## src/rtl/llsc_monitor.sv

```systemverilog
module llsc_monitor #(
  parameter int AW = 6,
  parameter int DW = 32
) (
  input  logic          clk,
  input  logic          rst_n,
  input  logic          res_clr,
  input  logic          req_valid,
  input  logic          req_op,
  input  logic [AW-1:0] req_addr,
  input  logic [DW-1:0] req_wdata,
  input  logic          snoop_we,
  input  logic [AW-1:0] snoop_addr,
  input  logic [DW-1:0] mem_rdata,
  output logic          mem_we,
  output logic [AW-1:0] mem_addr,
  output logic [DW-1:0] mem_wdata,
  output logic          rsp_valid,
  output logic [DW-1:0] rsp_data
);
  logic          held;
  logic [AW-1:0] held_addr;

  wire is_ld     = req_valid && !req_op;
  wire is_st     = req_valid && req_op;
  wire snoop_req = snoop_we && (snoop_addr == req_addr);
  wire snoop_res = snoop_we && (snoop_addr == held_addr);
  wire st_ok     = is_st && held && (held_addr == req_addr) && !snoop_req;

  assign mem_we    = st_ok;
  assign mem_addr  = req_addr;
  assign mem_wdata = req_wdata;

  always_ff @(posedge clk) begin
    if (!rst_n || res_clr) begin
      held <= 1'b0;
    end else if (is_ld) begin
      held      <= !snoop_req;
      held_addr <= req_addr;
    end else if (is_st || snoop_res) begin
      held <= 1'b0;
    end
  end

  always_ff @(posedge clk) begin
    if (!rst_n) begin
      rsp_valid <= 1'b0;
      rsp_data  <= '0;
    end else begin
      rsp_valid <= req_valid;
      if (req_valid) rsp_data <= req_op ? DW'(st_ok) : mem_rdata;
    end
  end
endmodule


```

## config.mk

```make
export PLATFORM = sky130hd
export DESIGN_NAME = llsc_monitor
export DESIGN_NICKNAME = d
export VERILOG_FILES = /design/src/rtl/llsc_monitor.sv
export SDC_FILE = /design/constraint.sdc
export NUM_CORES = 1
export LEC_CHECK = 0
export ABC_CLOCK_PERIOD_IN_PS = 1360
export BUFFER_PORTS_ARGS = -buffer_cell sky130_fd_sc_hd__buf_2
export CORE_ASPECT_RATIO = 1.25
export CORE_MARGIN = 1
export CORE_UTILIZATION = 36
export CTS_CLUSTER_SIZE = 24
export DETAILED_ROUTE_END_ITERATION = 8
export GPL_ROUTABILITY_DRIVEN = 0
export HOLD_SLACK_MARGIN = 0.1
export PLACE_DENSITY = 0.76
export SETUP_SLACK_MARGIN = 0.15
export SYNTH_ARGS = -nofsm -noshare
export SYNTH_HDL_FRONTEND = slang
export SYNTH_SLANG_ARGS = --single-unit
export TNS_END_PERCENT = 20
```

## constraint.sdc

```tcl
create_clock -name clk -period 1.36 [get_ports clk]
set_input_delay 0.136 -clock clk [delete_from_list [all_inputs] [get_ports clk]]
set_output_delay 0.136 -clock clk [all_outputs]
set_load 0.01 [all_outputs]
```

==> results of run 1 <==
==> worst paths after layout <==
| check | start | to | depth (start not counted) |
|---|---|---|---|
| max | held_addr[3] | mem_we | 4 |
| min | mem_rdata[12] | rsp_data[12] | 3 |
| min reg2reg | rsp_data[29] | rsp_data[29] | 3 |
| max reg2reg | held_addr[3] | rsp_data[0] | 4 |
==> power breakdown <==
group / total (W) / internal (W) / switching (W)
clock: 0.000812 / 0.000414 / 0.000398
sequential: 0.00126 / 0.00124 / 0.0000205
combinational: 0.000406 / 0.000216 / 0.000190
total: 0.00248 / 0.00187 / 0.000609
==> critical path: cells and delay by family, from the launching register on <==
family                 cells  cell delay, ns
XOR/XNOR                   1            0.18
flip-flops                 1            0.43
buffers and inverters      1            0.13
AO/OA/AOI/OAI              1            0.20
AND/OR/NAND/NOR            1            0.26
==> routing by layer <==
layer,track usage,routed length (um)
met2,0.317,2630
met3,0.0435,293
met1,0.188,2050
met5,0,13
met4,0.0816,147
==> final cells by class <==
type	count	area [um2]
Clock buffer	8	90.1
Inverter	2	7.51
Fill cell	539	2810
Multi-Input combinational cell	129	850
Sequential cell	40	861
Timing Repair Buffer	117	711
Tap cell	64	80.1
==> layout by cell type (no fill, tap or decap), types with 6 or more instances in the layout <==
cell type      count
a21oi_1           31
buf_2             89
buf_4              7
clkbuf_8           6
dfxtp_1           34
dlygate4sd3_1     19
edfxtp_1           6
nor2b_1           59
xnor2_1            7
xor2_1             9
==> through the flow <==
step                total power [W]  utilization
floorplan                   0.00158            -
global placement            0.00164        0.421
detailed placement          0.00165        0.421
CTS                         0.00251        0.476
global route                0.00260        0.481
finish                      0.00248        0.481
==> state kept, by name, summed over array words and instances, names as in the netlist <==
register   cells
rsp_data      32
held           1
held_addr      6
rsp_valid      1
==> timing repair <==
| action | 4_1_cts | 5_1_grt |
|---|---|---|
| setup endpoints to repair | 3 | 3 |
| hold buffers | 18 | 1 |
| cloned | 0 | 0 |
| buffers inserted | 2 | 0 |
| endpoints found under the hold margin | 18 | 1 |
| gates resized for setup | 2 | 3 |
| pin swaps | 3 | 7 |
==> cells by family (layout without fill, tap and decap cells) <==
kind of cell,count (synthesis),after routing
AO/OA/AOI/OAI,37,37
XOR/XNOR,18,18
buffers and inverters,51,127
flip-flops,40,40
AND/OR/NAND/NOR,74,74
==> impl_metrics.toml, run 1 <==
[outcome]
status = "complete, but fails checks"
violations = "setup timing"

[cells_and_area]
design_area_mm2 = 0.00260
num-nets-final = 377
drive_gt1_frac = 0.372
diodes = 0
syn_to_final_growth_pct = 28.4
finalNonFillerCells = 360

[cts]
cts_tree = "yes"
path_clk_slew_ns = 0.08
clockRootBuffer = "clkbuf_8"
clkLatencyLatePin_ns = 0.28
cts_made_buffers = 5
cts_buffer_depth = 2
cts.sinks = 40
h-tree-depth = 2

[critical_path]
arrival_ns = 1.49
reg2reg_slack_ns = 0.12
critPathMaxFanout = 2
start_kind = "flip-flop"
worstSetupPathType = "flip-flop to output port"
worstPathRequired_ns = 1.22
critPathCaptureType = "output port"
crit_chain = "xor2_1 > nor4_2 > o211a_1 > buf_2"
slowest_stage = "edfxtp_1"
max_stage_delay_ns = 0.43

[sta]
fin_tns_setup_ns = -0.262
slew_headroom = 0.809
rsz0062_at_grt = "yes"
setup_viol = 1
min_period_ns = 1.62
fin_ws_ns = -0.262
hold_viol_final = 0
tightest_slew_ns = 0.287
skew_ns = 0.00131
whs_ns = 0.108
fmax_mhz = 617
slew_violations = 0
fin_crit_sh = 1.19

[logic_synthesis]
synth.top_cells.by_area = "dfxtp_1 (34%), nor2b_1 (19%), buf_4 (14%)"
synth_compound_area_frac = 0.0977
synth_nets = 302
muxShareOfSynthArea = 0
synth-edff-count = 6
synthAdderAreaFrac = 0
post_synth_and_or_nand_nor_area_fraction = 0.229
synthCells = 220
synth-warning-count = 0
synth.largest_area_cell = "dfxtp_1"
yosysUniqueCellTypes = 24
synth.top_cells.by_count = "nor2b_1 (60), buf_4 (39), dfxtp_1 (34)"
synth_top_family_by_area = "simple AND/OR/NAND/NOR gates"
synth_seq_area_share = 0.425
synth_area_mm2 = 0.00202
synthArstFlopShare = 0
synth_top_area_share = 0.336
yosys_register_bits = 40
synth_xor_area_frac = 0.0779
ys.flop_type = "dfxtp_1"
syn_area_per_cell_um2 = 9.20
post-synth-top-count-cell = "nor2b_1"

[routing]
vias_per_cell = 4.63
antenna_left = 0
drt_first_pass_iters = 3
wl_per_cell_um = 14.3
routed_wl_mm = 5.13
first_iter_violations = 41
vias = 1666
drc = 0

[placement]
placedCellCount = 331
dp_hpwl_mm = 3.54
pre_cts_ws_ns = 0.0625
port_buffers = 89
post_dp_cell_area_mm2 = 0.00227

[floorplanning]
core_mm2 = 0.00541
die_area_mm2 = 0.00593
start_util = 0.375
pin_count = 154
rows = 30
die_x_um = 69.1
die_y_um = 85.8

[global_route]
grt_overflow = 0
grt_pass1_vias = 1682
grt_max_degree = 34
antenna_found_initial = 1
grtUsageTotal = 0.174
grt_pass1_wl_mm = 8.09

[pwr]
powerDensity_mw_per_mm2 = 955
max-vdd-ir-drop_uv = 618
power_leakage_nw = 1.17

[min_path]
hp-class = "input port to flip-flop"

[flow_run]
drv_cap = 0
Note: power is estimated with default switching activity, not from simulation.
==> run 2: changes to the inputs <==
Settings changed: HOLD_SLACK_MARGIN 0.1 to 0.15.
==> run 2 against run 1 <==
Net effect:
- fmax hardly changed
- sequential cell count stayed put
- first-iteration DRC count fell by 20%
- critical path type unchanged
- the flow still finishes with violations (setup timing)
- via count increased by 4.4%
- sequential power hardly changed
- global-route usage is 1.1 points higher
==> impl_metrics.toml, run 2 (synthesis results as in run 1) <==
[outcome]
status = "complete, but fails checks"
violations = "setup timing"

[floorplanning]
start_util = 0.375
pin_count = 154
core_mm2 = 0.00541
die_area_mm2 = 0.00593
die_x_um = 69.1
rows = 30
die_y_um = 85.8

[pwr]
powerDensity_mw_per_mm2 = 911
totalPowerFinal_w = 0.00252
power_leakage_nw = 1.24
max-vdd-ir-drop_uv = 630

[sta]
slew_violations = 0
tightest_slew_ns = 0.281
slew_headroom = 0.813
min_period_ns = 1.62
hold_viol_final = 0
setup_viol = 1
rsz0062_at_grt = "yes"
skew_ns = 0.00131
fmax_mhz = 616
fin_crit_sh = 1.19
fin_ws_ns = -0.262

[cells_and_area]
postLayoutCoreUtil = 0.512
finalNonFillerCells = 377
design_area_mm2 = 0.00277
regMostFlops = "rsp_data"
num-nets-final = 394
final_common_cell = "buf_2"
drive_gt1_frac = 0.351
reg_top3 = "rsp_data x32, held_addr x6"
largest_register_ff_count = 32
fillCellCount = 521
syn_to_final_growth_pct = 36.8
layout_common_cells = "buf_2 (89), nor2b_1 (59), dlygate4sd3_1 (36), dfxtp_1 (34), a21oi_1 (31)"
diodes = 0

[critical_path]
critPathCaptureType = "output port"
crit_path_start = "held_addr[3]"
r2r_start = "held_addr[3]"
worstPathRequired_ns = 1.22
arrival_ns = 1.49
worstSetupPathType = "flip-flop to output port"
start_kind = "flip-flop"
critPathMaxFanout = 2

[placement]
post_dp_cell_area_mm2 = 0.00227
dp_hpwl_mm = 3.54
port_buffers = 89
placedCellCount = 331

[routing]
drt_first_pass_iters = 4
drc = 0
routed_wl_mm = 5.44
wl_per_cell_um = 14.4
antenna_left = 0
vias_per_cell = 4.61
vias = 1739
first_iter_violations = 33

[global_route]
grt_pass1_wl_mm = 8.56
antenna_found_initial = 1
grt_pass1_vias = 1778
grtUsageTotal = 0.185
grt_overflow = 0
grt_max_degree = 34

[cts]
cts_tree = "yes"
clkLatencyLatePin_ns = 0.28
clockRootBuffer = "clkbuf_8"
cts.sinks = 40
h-tree-depth = 2
cts_buffer_depth = 2
path_clk_slew_ns = 0.08
cts_made_buffers = 5

[flow_run]
drv_cap = 0

[min_path]
hp-start = "res_clr"
hp-class = "input port to flip-flop"
run 2: changes by cell type in the layout (fill, tap and decap cells not counted), sizes merged:
cell and change:
dlygate4sd3 +17
run 2: worst max-delay path, stage by stage, from the launching register on:
cell,delay [ns]
edfxtp_1,0.43
xor2_1,0.18
nor4_2,0.26
o211a_1,0.20
buf_2,0.13
run 2: what timing repair did:
item / in CTS / in global routing
hold endpoints to repair: 36 / 0
pin swaps: 3 / 7
hold buffers: 36 / 0
resized for setup: 2 / 3
setup endpoints to repair: 3 / 3
buffers inserted: 2 / 0
run 2: power breakdown:
group	leakage, nW	internal [W]	switching [W]
Sequential	0.332	0.00124	0.0000212
Combinational	0.862	0.000248	0.000199
Clock	0.0455	0.000414	0.000397
run 2: final timing paths:
check / to / slack (ns) / cells after the start
max: mem_we / -0.26 / 4
min: held / 0.17 / 3
max reg2reg: rsp_data[0] / 0.12 / 4
min reg2reg: rsp_data[31] / 0.60 / 3
run 2: stage by stage:
stage / setup TNS, ns / worst slack, ns / hold slack [ns]
global route: -0.329 / -0.329 / 0.170
floorplan: 0 / 0.153 / 0.235
detailed placement: 0 / 0.0625 / 0.272
global placement: 0 / 0.0729 / 0.272
CTS: -0.242 / -0.242 / 0.160
finish: -0.262 / -0.262 / 0.166
run 2: area by class of cell:
type                            count  area, um2  share of cell area
Sequential cell                    40        861               0.311
Inverter                            2       7.51             0.00271
Timing Repair Buffer              134        881               0.318
Clock buffer                        8       90.1              0.0325
Tap cell                           64       80.1              0.0289
Multi-Input combinational cell    129        850               0.307
run 2: metal layers:
layer / GRT usage / share of wire / up-vias
met1: 0.193 / 0.38 / 800
met3: 0.0447 / 0.057 / 22
met5: 0 / 0.0024 / -
met4: 0.0816 / 0.026 / 2
li1: - / - / 852
met2: 0.349 / 0.53 / 63
